[src/rtl/dact_pkg.sv]
// Shared encodings for the deactivation permission checker.
// Assumes a 2-bit group code and a 2-bit exception level.
package dact_pkg;
    typedef enum logic [1:0] {
        GRP_ZERO  = 2'd0,
        GRP_ONE_S = 2'd1,
        GRP_ONE_N = 2'd2,
        GRP_RSVD  = 2'd3
    } grp_e;

    typedef enum logic [1:0] {
        LVL_USER = 2'd0,
        LVL_KERN = 2'd1,
        LVL_HYP  = 2'd2,
        LVL_TOP  = 2'd3
    } lvl_e;

    typedef struct packed {
        logic fiq_top;
        logic irq_top;
        logic fiq_hyp;
        logic irq_hyp;
    } route_t;
endpackage

[src/rtl/dact_perm_matrix.sv]
// Level-dependent permission matrix. Purely combinational; assumes the
// caller has already applied the range and split-mode gates.
module dact_perm_matrix
    import dact_pkg::*;
(
    input  grp_e   grp_i,
    input  logic   single_sec,
    input  lvl_e   lvl_i,
    input  logic   sec_lower,
    input  route_t route,
    output logic   permit
);
    logic is_g0, is_sec, grp_ok;
    logic ok_hyp, ok_kern_ns, ok_kern_s;

    // Classify the interrupt.
    always_comb begin
        is_g0  = (grp_i == GRP_ZERO);
        grp_ok = (grp_i != GRP_RSVD);
        is_sec = !single_sec && (grp_i != GRP_ONE_N);
    end

    // Per-level rule terms.
    always_comb begin
        ok_hyp     = (single_sec && is_g0 && !route.fiq_top) ||
                     (!is_sec && !is_g0 && !route.irq_top);
        ok_kern_ns = (single_sec && is_g0 && !route.fiq_top && !route.fiq_hyp) ||
                     (!is_sec && !is_g0 && !route.irq_top && !route.irq_hyp);
        ok_kern_s  = (is_g0 && !route.fiq_top) ||
                     (!is_g0 && (!is_sec || !single_sec) && !route.irq_top);
    end

    // Select by level.
    always_comb begin
        unique case (lvl_i)
            LVL_TOP:  permit = grp_ok;
            LVL_HYP:  permit = grp_ok && ok_hyp;
            LVL_KERN: permit = grp_ok && (sec_lower ? ok_kern_s : ok_kern_ns);
            default:  permit = 1'b0;
        endcase
    end

    // Level 3 with a valid group is always allowed.
    always_comb begin
        if (lvl_i == LVL_TOP && grp_i != GRP_RSVD)
            AST_TOP_ALWAYS: assert (permit);
    end
endmodule

[config.mk]
export PLATFORM = sky130hd
export DESIGN_NAME = dact_perm_matrix
export DESIGN_NICKNAME = d
export VERILOG_FILES = /design/src/rtl/dact_pkg.sv /design/src/rtl/dact_perm_matrix.sv
export SDC_FILE = /design/constraint.sdc
export NUM_CORES = 1
export LEC_CHECK = 0
export ABC_AREA = 1
export BUFFER_PORTS_ARGS = -buffer_cell sky130_fd_sc_hd__buf_4
export CORE_AREA = 2 2 39 41
export DETAILED_ROUTE_END_ITERATION = 8
export DIE_AREA = 0 0 41 43
export GPL_ROUTABILITY_DRIVEN = 0
export PLACE_DENSITY = 0.3
export SYNTH_ARGS = -nofsm -noshare
export SYNTH_HDL_FRONTEND = slang
export SYNTH_SLANG_ARGS = --single-unit
[constraint.sdc]
create_clock -name vclk -period 1.4
set_clock_uncertainty 0.2 [all_clocks]
set_input_delay 0.21 -clock vclk [all_inputs]
set_output_delay 0.21 -clock vclk [all_outputs]
set_load 0.03 [all_outputs]
==> reports/qor.csv, run 1 <==
metric;value;unit
outcome;finished with violations;
failing checks;negative setup slack;
largest family of logic cells by synthesized area;simple AND/OR/NAND/NOR gates;
RSZ-0062 raised after global routing;true;
fillers;157;
Rel. slew slack;85.9;%
PD cells;280;nW/µm²
die area;1760;µm²
P_int;0.0000493;W
die span in y;43;µm
Fmax;669;MHz
Gate power share;100.0;%
clock buffers;0;
area grow syn2layout;140;%
Post-Synth Adder-Cell Area;29.1;%
Nets;49;
Placement Cell Area;248;µm²
setup tns final;-0.0949;ns
Hold Crit Class;in -> out;
Syn Nets;36;
Peak supply drop;132;µV
cells after synthesis;23;
Site Rows;14;
initial antenna violation count;0;
Buf+Inv Stages, Crit Path;3;
Layout Utilization;22.3;%
WL final;353;µm
mux share of post-synthesis cell area;0;%
detailed-route via count;165;
period utilization;107;%
Cell variety after synth;8;
post-route cell area;309;µm²
Mapped Avg Cell Area;5.60;µm²
Psw;0.0000371;W
Remaining Overflow, GRT;0;
# setup viols final;1;
Tmin final;1.49;ns
critical path peak fanout;3;
DPL Wire Length;287;µm
TritonRoute pass-1 iters;1;
Net Sw Frac;43.0;%
die width;41;µm
Register Area;0;µm²
Non-Filler Instances;50;
Max-cap violations;0;
CP required;0.99;ns
routed vias/inst;3.30;
Ant. Diodes;0;
YS warnings;0;
hold path start;grp_i[0];
post-synthesis xor/xnor area fraction;0;%
critical path arrival;1.08;ns
drt wl/cell;7.06;µm
simple-gate share of the synthesized area;32.0;%
Total GRT Usage;5.19;%
sequential fraction of the synthesis area;0;%
I/O pin total;11;
Max Slew Vio Count;0;
Max stage delay on crit path;0.25;ns
Seq cells;0;
placed insts;50;
number of buffers added on ports;11;
pin count of the biggest net entering global routing;4;
Synth Area in Compound Gates;18.4;%
mapped cell area;129;µm²
share of layout cells above drive strength 1;55.9;%
DRT iter0 DRCs;0;
critical path endpoint category;primary output;
drc violations;0;
Core Area;1380;µm²
CP cell instances;buf_8, inv_4, ha_4, a21boi_4, nand3_2, a21oi_4, buf_6;
wire length of the first global-routing pass;696;µm
LEAKAGE;0.154;nW
vias in the first global route;172;
WS Path Type;in -> out;
Crit-path slowest cell;ha_4;
CP top delay family;compound AO/OA/AOI/OAI gates;
remaining antenna violation count;0;
worst slew pin tran;0.211;ns
Startpoint Class;primary input;
Flop pwr share;0;%
Initial Util;9.31;%
final hold vios;0;
hold path endpoint;permit;
hold path depth;4;
Clk pwr share;0;%
final worst slack;-0.0949;ns
metrics by stage:
step           hold slack [ns]  setup WS [ns]  power (W)
2_1_floorplan            0.411        0.00297  0.0000347
3_3_place_gp             0.639         -0.218  0.0000662
3_5_place_dp             0.638         -0.215  0.0000661
4_1_cts                  0.612         -0.113  0.0000814
5_1_grt                  0.639         -0.159  0.0000969
6_report                 0.609        -0.0949  0.0000864
cells by family (layout without fill, tap and decap cells):
family / count (synthesis) / in the layout
buf+inv: 7 / 18
fa+ha+maj: 3 / 3
compound gates: 3 / 3
simple gates: 10 / 10
area by class of cell:
cell class,instances,area [µm²],area share [%]
tap,16,20.0,6.48
multi-input combinational,16,154,49.8
timing repair buffer,11,101,32.8
inverter,7,33.8,10.9
cell usage after synthesis:
| library cell | instances | area, µm² |
|---|---|---|
| inv_1 | 7 | 26.3 |
| nand2_1 | 5 | 18.8 |
| ha_1 | 3 | 37.5 |
| nand3_1 | 3 | 15.0 |
| nor2_1 | 2 | 7.51 |
| a21boi_1 | 1 | 7.51 |
| a21o_1 | 1 | 7.51 |
| a21oi_2 | 1 | 8.76 |
what timing repair did:
item	4_1_cts	5_1_grt
hold buffers	0	0
gates cloned	0	0
pin swaps	5	1
endpoints found under the setup margin	1	1
hold endpoints to repair	0	0
buffers inserted	0	0
resized for setup	13	2
routing by layer:
layer  share of wire (%)  up-vias  global-route usage, %
met5                   0        -                      0
met4                   0        0                      0
met3                  13        0                  0.524
li1                    -       93                      -
met1                  46       64                   8.23
met2                  41        8                   7.81
power groups by stage:
| stage | clock network, W | registers [W] | logic (W) |
|---|---|---|---|
| 2_1_floorplan | 0 | 0 | 0.0000347 |
| 3_3_place_gp | 0 | 0 | 0.0000662 |
| 3_5_place_dp | 0 | 0 | 0.0000661 |
| 4_1_cts | 0 | 0 | 0.0000814 |
| 5_1_grt | 0 | 0 | 0.0000969 |
| 6_report | 0 | 0 | 0.0000864 |
cells in the final DEF (no fill, tap or decap):
master and instances:
a21boi_4 1, a21o_1 1, a21oi_4 1, buf_4 8
buf_6 1, buf_8 2, ha_1 1, ha_4 2
inv_1 5, inv_4 1, inv_6 1, nand2_1 4
nand2_2 1, nand3_1 2, nand3_2 1, nor2_1 2
worst max-delay path by stage:
stage                   from  depth (start not counted)      to  slack [ns]
floorplan           lvl_i[1]                          5  permit       0.003
global placement    lvl_i[1]                          8  permit       -0.22
detailed placement  lvl_i[1]                          8  permit       -0.22
CTS                 lvl_i[0]                          7  permit       -0.11
global route        lvl_i[0]                          7  permit       -0.16
finish              lvl_i[0]                          7  permit       -0.09
(Power assumes the default switching activity.)
==> run 2: changes to the inputs <==
--- a/config.mk
+++ b/config.mk
@@ -5,7 +5,6 @@
 export SDC_FILE = /design/constraint.sdc
 export NUM_CORES = 1
 export LEC_CHECK = 0
-export ABC_AREA = 1
 export BUFFER_PORTS_ARGS = -buffer_cell sky130_fd_sc_hd__buf_4
 export CORE_AREA = 2 2 39 41
 export DETAILED_ROUTE_END_ITERATION = 8
==> constraint.sdc (replaced) <==
create_clock -name vclk -period 1.4
set_clock_uncertainty 0.2 [all_clocks]
set_input_delay 0.21 -clock vclk [all_inputs]
set_output_delay 0.21 -clock vclk [all_outputs]
set_load 0.05 [all_outputs]
==> run 2 against run 1 <==
  * The run still ends with negative setup slack left
  * Cell count is 10% lower
  * Non-clock buffer count rose by 5
  * Global-route usage decreased by 1.1 points
  * Flip-flop and latch count did not move
  * Die area did not move
  * Combinational power up 33%
  * Critical endpoint unchanged
  * Highest routed layer unchanged
==> reports/qor.csv, run 2 <==
metric;value;unit
area grow syn2layout;229;%
share of layout cells above drive strength 1;89.7;%
footprint of the multi-input gates;186;µm²
grt met2 use;6.56;%
Max Slew Vio Count;0;
Initial Util;8.23;%
Tmin final;1.59;ns
failing checks;negative setup slack;
remaining antenna violation count;0;
die width;41;µm
fillers;147;
cells after synthesis;13;
Core Area;1380;µm²
YS warnings;0;
RSZ-0062 raised after global routing;true;
Ant. Diodes;0;
Fmax;627;MHz
LEAKAGE;0.147;nW
Mapped Avg Cell Area;8.76;µm²
met1 Usage GRT;6.01;%
pin count of the biggest net entering global routing;5;
Remaining Overflow, GRT;0;
drc violations;0;
vias in the first global route;150;
routed vias/inst;3.64;
Site Rows;14;
Nets;44;
drt wl/cell;8.51;µm
Hold Crit Class;in -> out;
outcome;finished with violations;
DPL Wire Length;334;µm
TritonRoute pass-1 iters;1;
DRT iter0 DRCs;0;
critical path peak fanout;3;
most frequent cells in the layout;buf_4 (11), buf_6 (4), ha_4 (3);
placed insts;45;
# setup viols final;1;
Total GRT Usage;4.10;%
WS Path Type;in -> out;
CP startpoint;lvl_i[1];
met3 Track Usage GR;0.524;%
largest cells by area after synthesis;ha_1 (33%), nand3b_1 (13%), a2111oi_1 (8.8%);
Syn Nets;26;
die span in y;43;µm
post-synth top area share;33.0;%
busiest grt layer;met2;
commonest non-fill, non-tap cell in the layout;buf_4;
Non-Filler Instances;45;
number of buffers added on ports;11;
Max-cap violations;0;
final worst slack;-0.195;ns
CP endpoint;permit;
mapped cell area;114;µm²
Register Area;0;µm²
area leader, netlist;ha_1;
WL final;383;µm
Startpoint Class;primary input;
PD cells;307;nW/µm²
clock buffers;0;
wire length of the first global-routing pass;538;µm
detailed-route via count;164;
critical path endpoint category;primary output;
critical path arrival;1.18;ns
period utilization;114;%
Rel. slew slack;81.8;%
final hold vios;0;
count leader, synth;ha_1;
most instantiated cells after synthesis;ha_1 (3), inv_1 (2), nand3b_1 (2);
Peak supply drop;63.5;µV
I/O pin total;11;
Seq cells;0;
worst slack at placement;-0.358;ns
worst slew pin tran;0.272;ns
sequential fraction of the synthesis area;0;%
CP required;0.99;ns
initial antenna violation count;0;
die area;1760;µm²
Cell variety after synth;9;
-- run 2: cell types whose count changed after synthesis, moves of 2 or more --
cell      previous run  this run
nand3_1              3         0
nand2_1              5         0
nand3b_1             0         2
inv_1                7         2
nor2_1               2         0
-- run 2: what timing repair did --
action,4_1_cts,5_1_grt
pin swaps,3,4
gates cloned,0,0
resized for setup,4,10
setup buffers,0,0
hold buffers,0,0
endpoints found under the setup margin,1,1
endpoints found under the hold margin,0,0
-- run 2: power by group --
part,leakage [nW],switching [W],internal (W)
clock network,0,0,0
logic,0.147,0.0000480,0.0000670
registers,0,0,0
-- run 2: critical path, stage by stage --
cell	delay, ns
buf_12	0.09
inv_12	0.03
ha_4	0.15
a211o_4	0.33
a21oi_4	0.16
a2111oi_4	0.05
buf_6	0.16
-- run 2: cell type report --
| cell class | count | area share, % |
|---|---|---|
| inverters | 2 | 5.35 |
| multi-input cells | 11 | 49.8 |
| well taps | 16 | 5.35 |
| repair buffers | 16 | 39.5 |
-- run 2: cell families after synthesis --
group,count (synthesis),synth area share [%]
compound gates,5,38.5
simple gates,3,22.0
fa+ha+maj,3,33.0
buf+inv,2,6.60
-- run 2: worst min-delay path by stage --
stage               startpoint  endpoint  cells past startpoint
finish                grp_i[0]    permit                      4
global route          grp_i[0]    permit                      4
CTS                   grp_i[0]    permit                      4
detailed placement    grp_i[0]    permit                      4
global placement      grp_i[0]    permit                      4
floorplan             grp_i[0]    permit                      1
-- run 2: per-layer routing --
layer	wire length (µm)	part of all wire (%)
met1	142	37
met2	172	45
met3	69	18
met4	0	0
met5	0	0
-- run 2: per-stage QoR --
| stage | power (W) | cell area [µm²] | TNS (ns) | hold slack [ns] | util, % |
|---|---|---|---|---|---|
| detailed placement | 0.0000893 | 303 | -0.358 | 0.664 | 21.9 |
| global placement | 0.0000884 | 303 | -0.357 | 0.658 | 21.9 |
| CTS | 0.0000991 | 327 | -0.231 | 0.629 | 23.6 |
| finish | 0.000115 | 374 | -0.195 | 0.628 | 27.0 |
| floorplan | 0.0000409 | 163 | -0.285 | 0.345 | - |
| global route | 0.000123 | 374 | -0.226 | 0.644 | 27.0 |
